File: src/rtl/vpic_pkg.sv
package vpic_pkg;
  typedef enum logic [1:0] {
    K_NONE   = 2'd0,
    K_BTRAP  = 2'd1,
    K_SWTRAP = 2'd2,
    K_INT    = 2'd3
  } req_kind_e;

  localparam int CTRL_EN_BIT  = 6;
  localparam int CTRL_REQ_BIT = 7;
endpackage

File: src/rtl/vpic_src_regs.sv
module vpic_src_regs #(
  parameter int NUM_SRC = 60,
  parameter int PRIO_W  = 4,
  parameter int ADDR_W  = 7,
  parameter int DATA_W  = 8,
  localparam int IDX_W  = $clog2(NUM_SRC)
) (
  input  logic                      clk,
  input  logic                      rst_n,
  input  logic [NUM_SRC-1:0]        src_event,
  input  logic                      wr_en,
  input  logic [ADDR_W-1:0]         wr_addr,
  input  logic [DATA_W-1:0]         wr_data,
  input  logic                      ack_clr,
  input  logic [IDX_W-1:0]          ack_idx,
  output logic [NUM_SRC-1:0]        flag,
  output logic [NUM_SRC-1:0]        enable,
  output logic [NUM_SRC*PRIO_W-1:0] prio
);
  import vpic_pkg::*;

  for (genvar g = 0; g < NUM_SRC; g++) begin : g_src
    logic wr_hit, ack_hit;
    assign wr_hit  = wr_en && (wr_addr == ADDR_W'(g));
    assign ack_hit = ack_clr && (ack_idx == IDX_W'(g));

    always_ff @(posedge clk or negedge rst_n) begin
      if (!rst_n) begin
        flag[g]                   <= 1'b0;
        enable[g]                 <= 1'b0;
        prio[g*PRIO_W +: PRIO_W]  <= '0;
      end else if (wr_hit) begin
        flag[g]                   <= wr_data[CTRL_REQ_BIT];
        enable[g]                 <= wr_data[CTRL_EN_BIT];
        prio[g*PRIO_W +: PRIO_W]  <= wr_data[PRIO_W-1:0];
      end else if (src_event[g]) begin
        flag[g] <= 1'b1;
      end else if (ack_hit) begin
        flag[g] <= 1'b0;
      end
    end

    // an acknowledge with no competing write or event leaves the flag clear
    assert_ack_clears_R7: assert property (@(posedge clk) disable iff (!rst_n)
      (ack_hit && !wr_hit && !src_event[g]) |=> !flag[g]);
  end
endmodule

File: src/rtl/vpic_arbiter.sv
module vpic_arbiter #(
  parameter int NUM_SRC = 60,
  parameter int PRIO_W  = 4,
  localparam int IDX_W  = $clog2(NUM_SRC)
) (
  input  logic                      clk,
  input  logic                      rst_n,
  input  logic [NUM_SRC-1:0]        flag,
  input  logic [NUM_SRC-1:0]        enable,
  input  logic [NUM_SRC*PRIO_W-1:0] prio,
  input  logic [PRIO_W-1:0]         cpu_prio,
  output logic                      win_any,
  output logic [IDX_W-1:0]          win_idx,
  output logic [PRIO_W-1:0]         win_prio
);
  // Strict "greater than" gives lower indices the tie and excludes cpu level.
  always_comb begin
    win_any  = 1'b0;
    win_idx  = '0;
    win_prio = cpu_prio;
    for (int i = 0; i < NUM_SRC; i++) begin
      if (flag[i] && enable[i] && (prio[i*PRIO_W +: PRIO_W] > win_prio)) begin
        win_any  = 1'b1;
        win_idx  = IDX_W'(i);
        win_prio = prio[i*PRIO_W +: PRIO_W];
      end
    end
  end

  // a chosen source is pending, enabled and above the processor level
  assert_winner_eligible_R2: assert property (@(posedge clk) disable iff (!rst_n)
    win_any |-> (flag[win_idx] && enable[win_idx] && (win_prio > cpu_prio)));
endmodule

File: src/rtl/vpic_trap_regs.sv
module vpic_trap_regs #(
  parameter int NUM_BT = 4,
  parameter int TRAP_W = 7
) (
  input  logic              clk,
  input  logic              rst_n,
  input  logic [NUM_BT-1:0] btrap_event,
  input  logic              clr_we,
  input  logic [NUM_BT-1:0] clr_mask,
  input  logic              bt_ack,
  input  logic              swt_valid,
  output logic              swt_ready,
  input  logic [TRAP_W-1:0] swt_num,
  input  logic              sw_ack,
  output logic [NUM_BT-1:0] tfr,
  output logic              bt_req,
  output logic              sw_pend,
  output logic [TRAP_W-1:0] sw_num_q
);
  logic [NUM_BT-1:0] served, tfr_next, served_pre;

  always_comb begin
    tfr_next   = (tfr & ~(clr_we ? clr_mask : '0)) | btrap_event;
    served_pre = bt_ack ? tfr : served;
  end

  always_ff @(posedge clk or negedge rst_n) begin
    if (!rst_n) begin
      tfr    <= '0;
      served <= '0;
    end else begin
      tfr    <= tfr_next;
      served <= served_pre & tfr_next;
    end
  end

  assign bt_req    = |(tfr & ~served);
  assign swt_ready = !sw_pend;

  always_ff @(posedge clk or negedge rst_n) begin
    if (!rst_n) begin
      sw_pend  <= 1'b0;
      sw_num_q <= '0;
    end else if (sw_ack) begin
      sw_pend <= 1'b0;
    end else if (swt_valid && !sw_pend) begin
      sw_pend  <= 1'b1;
      sw_num_q <= swt_num;
    end
  end

  // flags only disappear through a clear write
  assert_flags_sticky_R8: assert property (@(posedge clk) disable iff (!rst_n)
    !clr_we |=> ((tfr & $past(tfr)) == $past(tfr)));

  // an accepted software trap closes the slot
  assert_swt_slot_closes_R9: assert property (@(posedge clk) disable iff (!rst_n)
    (swt_valid && swt_ready) |=> !swt_ready);
endmodule

File: src/rtl/vpic_top.sv
module vpic_top #(
  parameter int NUM_SRC       = 60,
  parameter int PRIO_W        = 4,
  parameter int TRAP_W        = 7,
  parameter int NUM_BT        = 4,
  parameter int DATA_W        = 8,
  parameter int INT_TRAP_BASE = 16,
  parameter int BTRAP_NUM     = 10,
  localparam int ADDR_W       = TRAP_W,
  localparam int VEC_W        = TRAP_W + 2,
  localparam int IDX_W        = $clog2(NUM_SRC),
  localparam int PAD_W        = DATA_W - 2 - PRIO_W,
  localparam int TFR_ADDR     = (1 << ADDR_W) - 1
) (
  input  logic               clk,
  input  logic               rst_n,
  input  logic [NUM_SRC-1:0] src_event,
  input  logic [NUM_BT-1:0]  btrap_event,
  input  logic [PRIO_W-1:0]  cpu_prio,
  input  logic               reg_en,
  input  logic               reg_we,
  input  logic [ADDR_W-1:0]  reg_addr,
  input  logic [DATA_W-1:0]  reg_wdata,
  output logic [DATA_W-1:0]  reg_rdata,
  input  logic               swt_valid,
  output logic               swt_ready,
  input  logic [TRAP_W-1:0]  swt_num,
  output logic               irq_valid,
  input  logic               irq_ready,
  output logic [TRAP_W-1:0]  irq_trap,
  output logic [VEC_W-1:0]   irq_vector
);
  import vpic_pkg::*;

  logic [NUM_SRC-1:0]        flag, enable;
  logic [NUM_SRC*PRIO_W-1:0] prio;
  logic                      win_any;
  logic [IDX_W-1:0]          win_idx;
  logic [PRIO_W-1:0]         win_prio;
  logic [NUM_BT-1:0]         tfr;
  logic                      bt_req, sw_pend;
  logic [TRAP_W-1:0]         sw_num_q;

  req_kind_e         held_kind, cand_kind;
  logic [IDX_W-1:0]  held_idx;
  logic [TRAP_W-1:0] cand_trap;
  logic              hs, wr_access, tfr_clr;

  assign hs        = irq_valid && irq_ready;
  assign wr_access = reg_en && reg_we;
  assign tfr_clr   = wr_access && (reg_addr == ADDR_W'(TFR_ADDR));

  vpic_src_regs #(.NUM_SRC(NUM_SRC), .PRIO_W(PRIO_W), .ADDR_W(ADDR_W), .DATA_W(DATA_W)) u_src (
    .clk(clk), .rst_n(rst_n), .src_event(src_event),
    .wr_en(wr_access), .wr_addr(reg_addr), .wr_data(reg_wdata),
    .ack_clr(hs && held_kind == K_INT), .ack_idx(held_idx),
    .flag(flag), .enable(enable), .prio(prio)
  );

  vpic_arbiter #(.NUM_SRC(NUM_SRC), .PRIO_W(PRIO_W)) u_arb (
    .clk(clk), .rst_n(rst_n), .flag(flag), .enable(enable), .prio(prio),
    .cpu_prio(cpu_prio), .win_any(win_any), .win_idx(win_idx), .win_prio(win_prio)
  );

  vpic_trap_regs #(.NUM_BT(NUM_BT), .TRAP_W(TRAP_W)) u_trap (
    .clk(clk), .rst_n(rst_n), .btrap_event(btrap_event),
    .clr_we(tfr_clr), .clr_mask(reg_wdata[NUM_BT-1:0]),
    .bt_ack(hs && held_kind == K_BTRAP),
    .swt_valid(swt_valid), .swt_ready(swt_ready), .swt_num(swt_num),
    .sw_ack(hs && held_kind == K_SWTRAP),
    .tfr(tfr), .bt_req(bt_req), .sw_pend(sw_pend), .sw_num_q(sw_num_q)
  );

  // Candidate: class B first, then software trap, then interrupt
  always_comb begin
    cand_kind = K_NONE;
    cand_trap = '0;
    if (bt_req) begin
      cand_kind = K_BTRAP;
      cand_trap = TRAP_W'(BTRAP_NUM);
    end else if (sw_pend) begin
      cand_kind = K_SWTRAP;
      cand_trap = sw_num_q;
    end else if (win_any) begin
      cand_kind = K_INT;
      cand_trap = TRAP_W'(INT_TRAP_BASE) + TRAP_W'(win_idx);
    end
  end

  always_ff @(posedge clk or negedge rst_n) begin
    if (!rst_n) begin
      irq_valid  <= 1'b0;
      held_kind  <= K_NONE;
      held_idx   <= '0;
      irq_trap   <= '0;
      irq_vector <= '0;
    end else if (hs) begin
      irq_valid <= 1'b0;
      held_kind <= K_NONE;
    end else if (!irq_valid && cand_kind != K_NONE) begin
      irq_valid  <= 1'b1;
      held_kind  <= cand_kind;
      held_idx   <= win_idx;
      irq_trap   <= cand_trap;
      irq_vector <= {cand_trap, 2'b00};
    end
  end

  always_comb begin
    reg_rdata = '0;
    if (reg_addr < ADDR_W'(NUM_SRC)) begin
      reg_rdata = {flag[reg_addr[IDX_W-1:0]], enable[reg_addr[IDX_W-1:0]],
                   {PAD_W{1'b0}}, prio[reg_addr[IDX_W-1:0]*PRIO_W +: PRIO_W]};
    end else if (reg_addr == ADDR_W'(TFR_ADDR)) begin
      reg_rdata = DATA_W'(tfr);
    end
  end

  // presented request frozen under back-pressure
  assert_hold_stable_R6: assert property (@(posedge clk) disable iff (!rst_n)
    (irq_valid && !irq_ready) |=> (irq_valid && $stable(irq_trap) && $stable(irq_vector)));

  // a handshake always retires the presented request for one cycle
  assert_ack_retires_R6: assert property (@(posedge clk) disable iff (!rst_n)
    (irq_valid && irq_ready) |=> !irq_valid);

  // class B requests always carry the shared trap number
  assert_btrap_number_R10: assert property (@(posedge clk) disable iff (!rst_n)
    (irq_valid && held_kind == K_BTRAP) |-> (irq_trap == TRAP_W'(BTRAP_NUM)));
endmodule

File: config.mk
export PLATFORM = sky130hd
export DESIGN_NAME = vpic_top
export DESIGN_NICKNAME = d
export VERILOG_FILES = /design/src/rtl/vpic_pkg.sv /design/src/rtl/vpic_src_regs.sv /design/src/rtl/vpic_arbiter.sv /design/src/rtl/vpic_trap_regs.sv /design/src/rtl/vpic_top.sv
export SDC_FILE = /design/constraint.sdc
export NUM_CORES = 1
export LEC_CHECK = 0
export ABC_CLOCK_PERIOD_IN_PS = 93000
export BUFFER_PORTS_ARGS = -buffer_cell sky130_fd_sc_hd__buf_2
export CORE_UTILIZATION = 40
export CTS_BUF_LIST = sky130_fd_sc_hd__clkbuf_8
export DETAILED_ROUTE_END_ITERATION = 16
export HOLD_SLACK_MARGIN = 0.08
export PLACE_DENSITY_LB_ADDON = 0.05
export REMOVE_ABC_BUFFERS = 1
export SETUP_SLACK_MARGIN = 0.4
export SLEW_MARGIN = 20
export SYNTH_ARGS = -nofsm -noshare
export SYNTH_HDL_FRONTEND = slang
export SYNTH_HIERARCHICAL = 1
export SYNTH_SLANG_ARGS = --single-unit
File: constraint.sdc
create_clock -name clk -period 93 [get_ports clk]
set_input_delay 4.65 -clock clk [delete_from_list [all_inputs] [get_ports clk]]
set_output_delay 4.65 -clock clk [all_outputs]
set_load 0.005 [all_outputs]
==> metrics.txt <==
worst setup slack after layout=2.042 ns; via/cell ratio=5.929; PortBufs=115; vias in the first global route=31920; critical path class=in2reg; TritonCTS clock tree=yes; Static Leak=0.02052 uW; Final nets=4629; DR vias=32700; critical path peak fanout=6; Startpoint Class=input port; die area=0.08385 mm2; row count=105; Die Wd=289.6 um; CTS Buffer Depth=3; syn_area_per_cell=9.549 um2; Mapped Cells=3464; slew margin rel.=28.00%; TritonCTS buffer count=74; status=complete, no violations; total power=538.7 uW; CP endpoint kind=register; CTS root buf=clkbuf_8; grt ovf=0; post-route ant nets=0; cell mode on critical path=ha_4; Iteration-0 DRC Markers=2151; PD cells=11.76 mW/mm2; # DRC=0; TritonRoute pass-1 iters=13; largest net degree at the start of global routing=143; DR WL/cell=23.57 um; CP top delay family=compound AO/OA/AOI/OAI gates; worst flop-to-flop path endpoint=irq_vector[5]; antenna violations before repair=9; fmax=0.01099 GHz; reg-to-reg startpoint=u_src/prio[3]; synthesized area=0.03308 mm2; Final Hold Viols=0; Buf+Inv Stages, Crit Path=53; Clock Sinks=392; Worst Path Arrival=91.48 ns; CP Depth=483; Crit path largest cell delay=0.61 ns; critical path launch point=cpu_prio[2]; gr usage total=29.71%; worst slack at placement=-5.601 ns; Setup-failing EPs final=0; HP Class=reg2reg; Core Area=0.08198 mm2; yosys warns=6; final WL=130000 um; maximum vdd drop=0.01063 mV; Max Slew Vio Count=0; total negative slack=0 ns; critical path's slowest cell=or4_4; layout cells sized above 1=49.00%; CTS Hold Bufs=0; Area growth syn-to-layout=38.50%; Ports=122; first-pass GRT wire length=190000 um; Die H=289.6 um; max_cap viols=0; final core utilization=55.88%; final worst-path cycle share=97.80%; Critical Path End=irq_vector[5]; reg-to-reg slack, setup=5.60 ns; Clk pin slew, worst setup/hold paths=0.05 ns; CP Data Required Time=93.52 ns; r2r worst-path depth=481; Final Wtd Congestion=0.9304; Tmin final=90.96 ns; worst-margin pin slew=1.075 ns; Setup Skew=0.04825 ns; htree depth=3; Starting Density=40.35%; Worst-Skew Late Latency=0.68 ns; hpwl dp=93760 um; RSZ-0062 raised after global routing=yes
==> routing by layer <==
metal | GRT usage [%] | share of wire (%)
met1 | 40.29 | 43
met2 | 47.49 | 47
met3 | 4.882 | 6.4
met4 | 11.24 | 3.5
met5 | 0 | 0.031
==> what timing repair did <==
action | in CTS | in global routing
pin swaps | 122 | 337
setup buffers | 97 | 116
setup endpoints to repair | 16 | 16
resized for setup | 207 | 553
cloned | 0 | 1
==> worst min path at each step <==
stage,end,from,slack (ns),cells past startpoint
after detailed placement,irq_vector[8],irq_vector[8],0.49,2
final,irq_vector[5],irq_vector[5],0.51,2
after floorplan,u_trap/sw_num_q[1],u_trap/sw_num_q[1],0.48,1
after global routing,irq_vector[5],irq_vector[5],0.54,2
after global placement,irq_vector[4],irq_vector[4],0.48,2
after CTS,irq_vector[8],irq_vector[8],0.50,2
==> stage by stage <==
step                cell area [um2]  instances  hold slack, ns
global route                  45800       5510          0.5351
CTS                           42390       5392          0.5006
global placement              39300       5163          0.4847
detailed placement            39300       5163          0.4876
finish                        45810       5515          0.5121
floorplan                     32220       3297          0.4810
==> registers in the layout (all words and copies together), names as in the netlist, 4 cells and up <==
name / count
u_src/enable: 60
u_trap/tfr: 4
irq_vector: 7
held_idx: 6
u_trap/sw_num_q: 7
u_src/prio: 240
u_trap/served: 4
u_src/flag: 60
==> worst register-to-register path, delay by kind of cell (launching register included) <==
kind            cells  cell delay [ns]
flops               1             0.55
mux                48            12.67
simple gates      140            21.89
compound gates    174            30.53
buf+inv            51             5.08
xor+xnor            1             0.17
fa+ha+maj          67            16.32
==> cell usage in the layout, fill, tap and decap left out, types with 101 or more instances in the layout <==
cell and count:
buf_2 110, nor2_1 129, a21oi_1 132, inv_1 195, dfrtp_1 392, mux2_2 318
o21ai_0 123, clkbuf_8 101, nand2_1 263, buf_4 851
==> report_power, final <==
group / switching (uW) / internal, uW / total (uW)
combinational: 82.9 / 79.8 / 163
clock: 79.7 / 96.8 / 177
sequential: 18.0 / 181 / 199
total: 181 / 358 / 539
==> cell type report <==
| class | count | area, um2 |
|---|---|---|
| sequential | 392 | 9809 |
| clock inverter | 31 | 155.1 |
| tap | 1070 | 1339 |
| multi-input combinational | 2691 | 24740 |
| fill | 7270 | 36170 |
| timing repair buffer | 1010 | 7530 |
| inverter | 214 | 828.3 |
| antenna | 6 | 15.01 |
| clock buffer | 101 | 1390 |
Note: power is estimated with default switching activity, not from simulation.
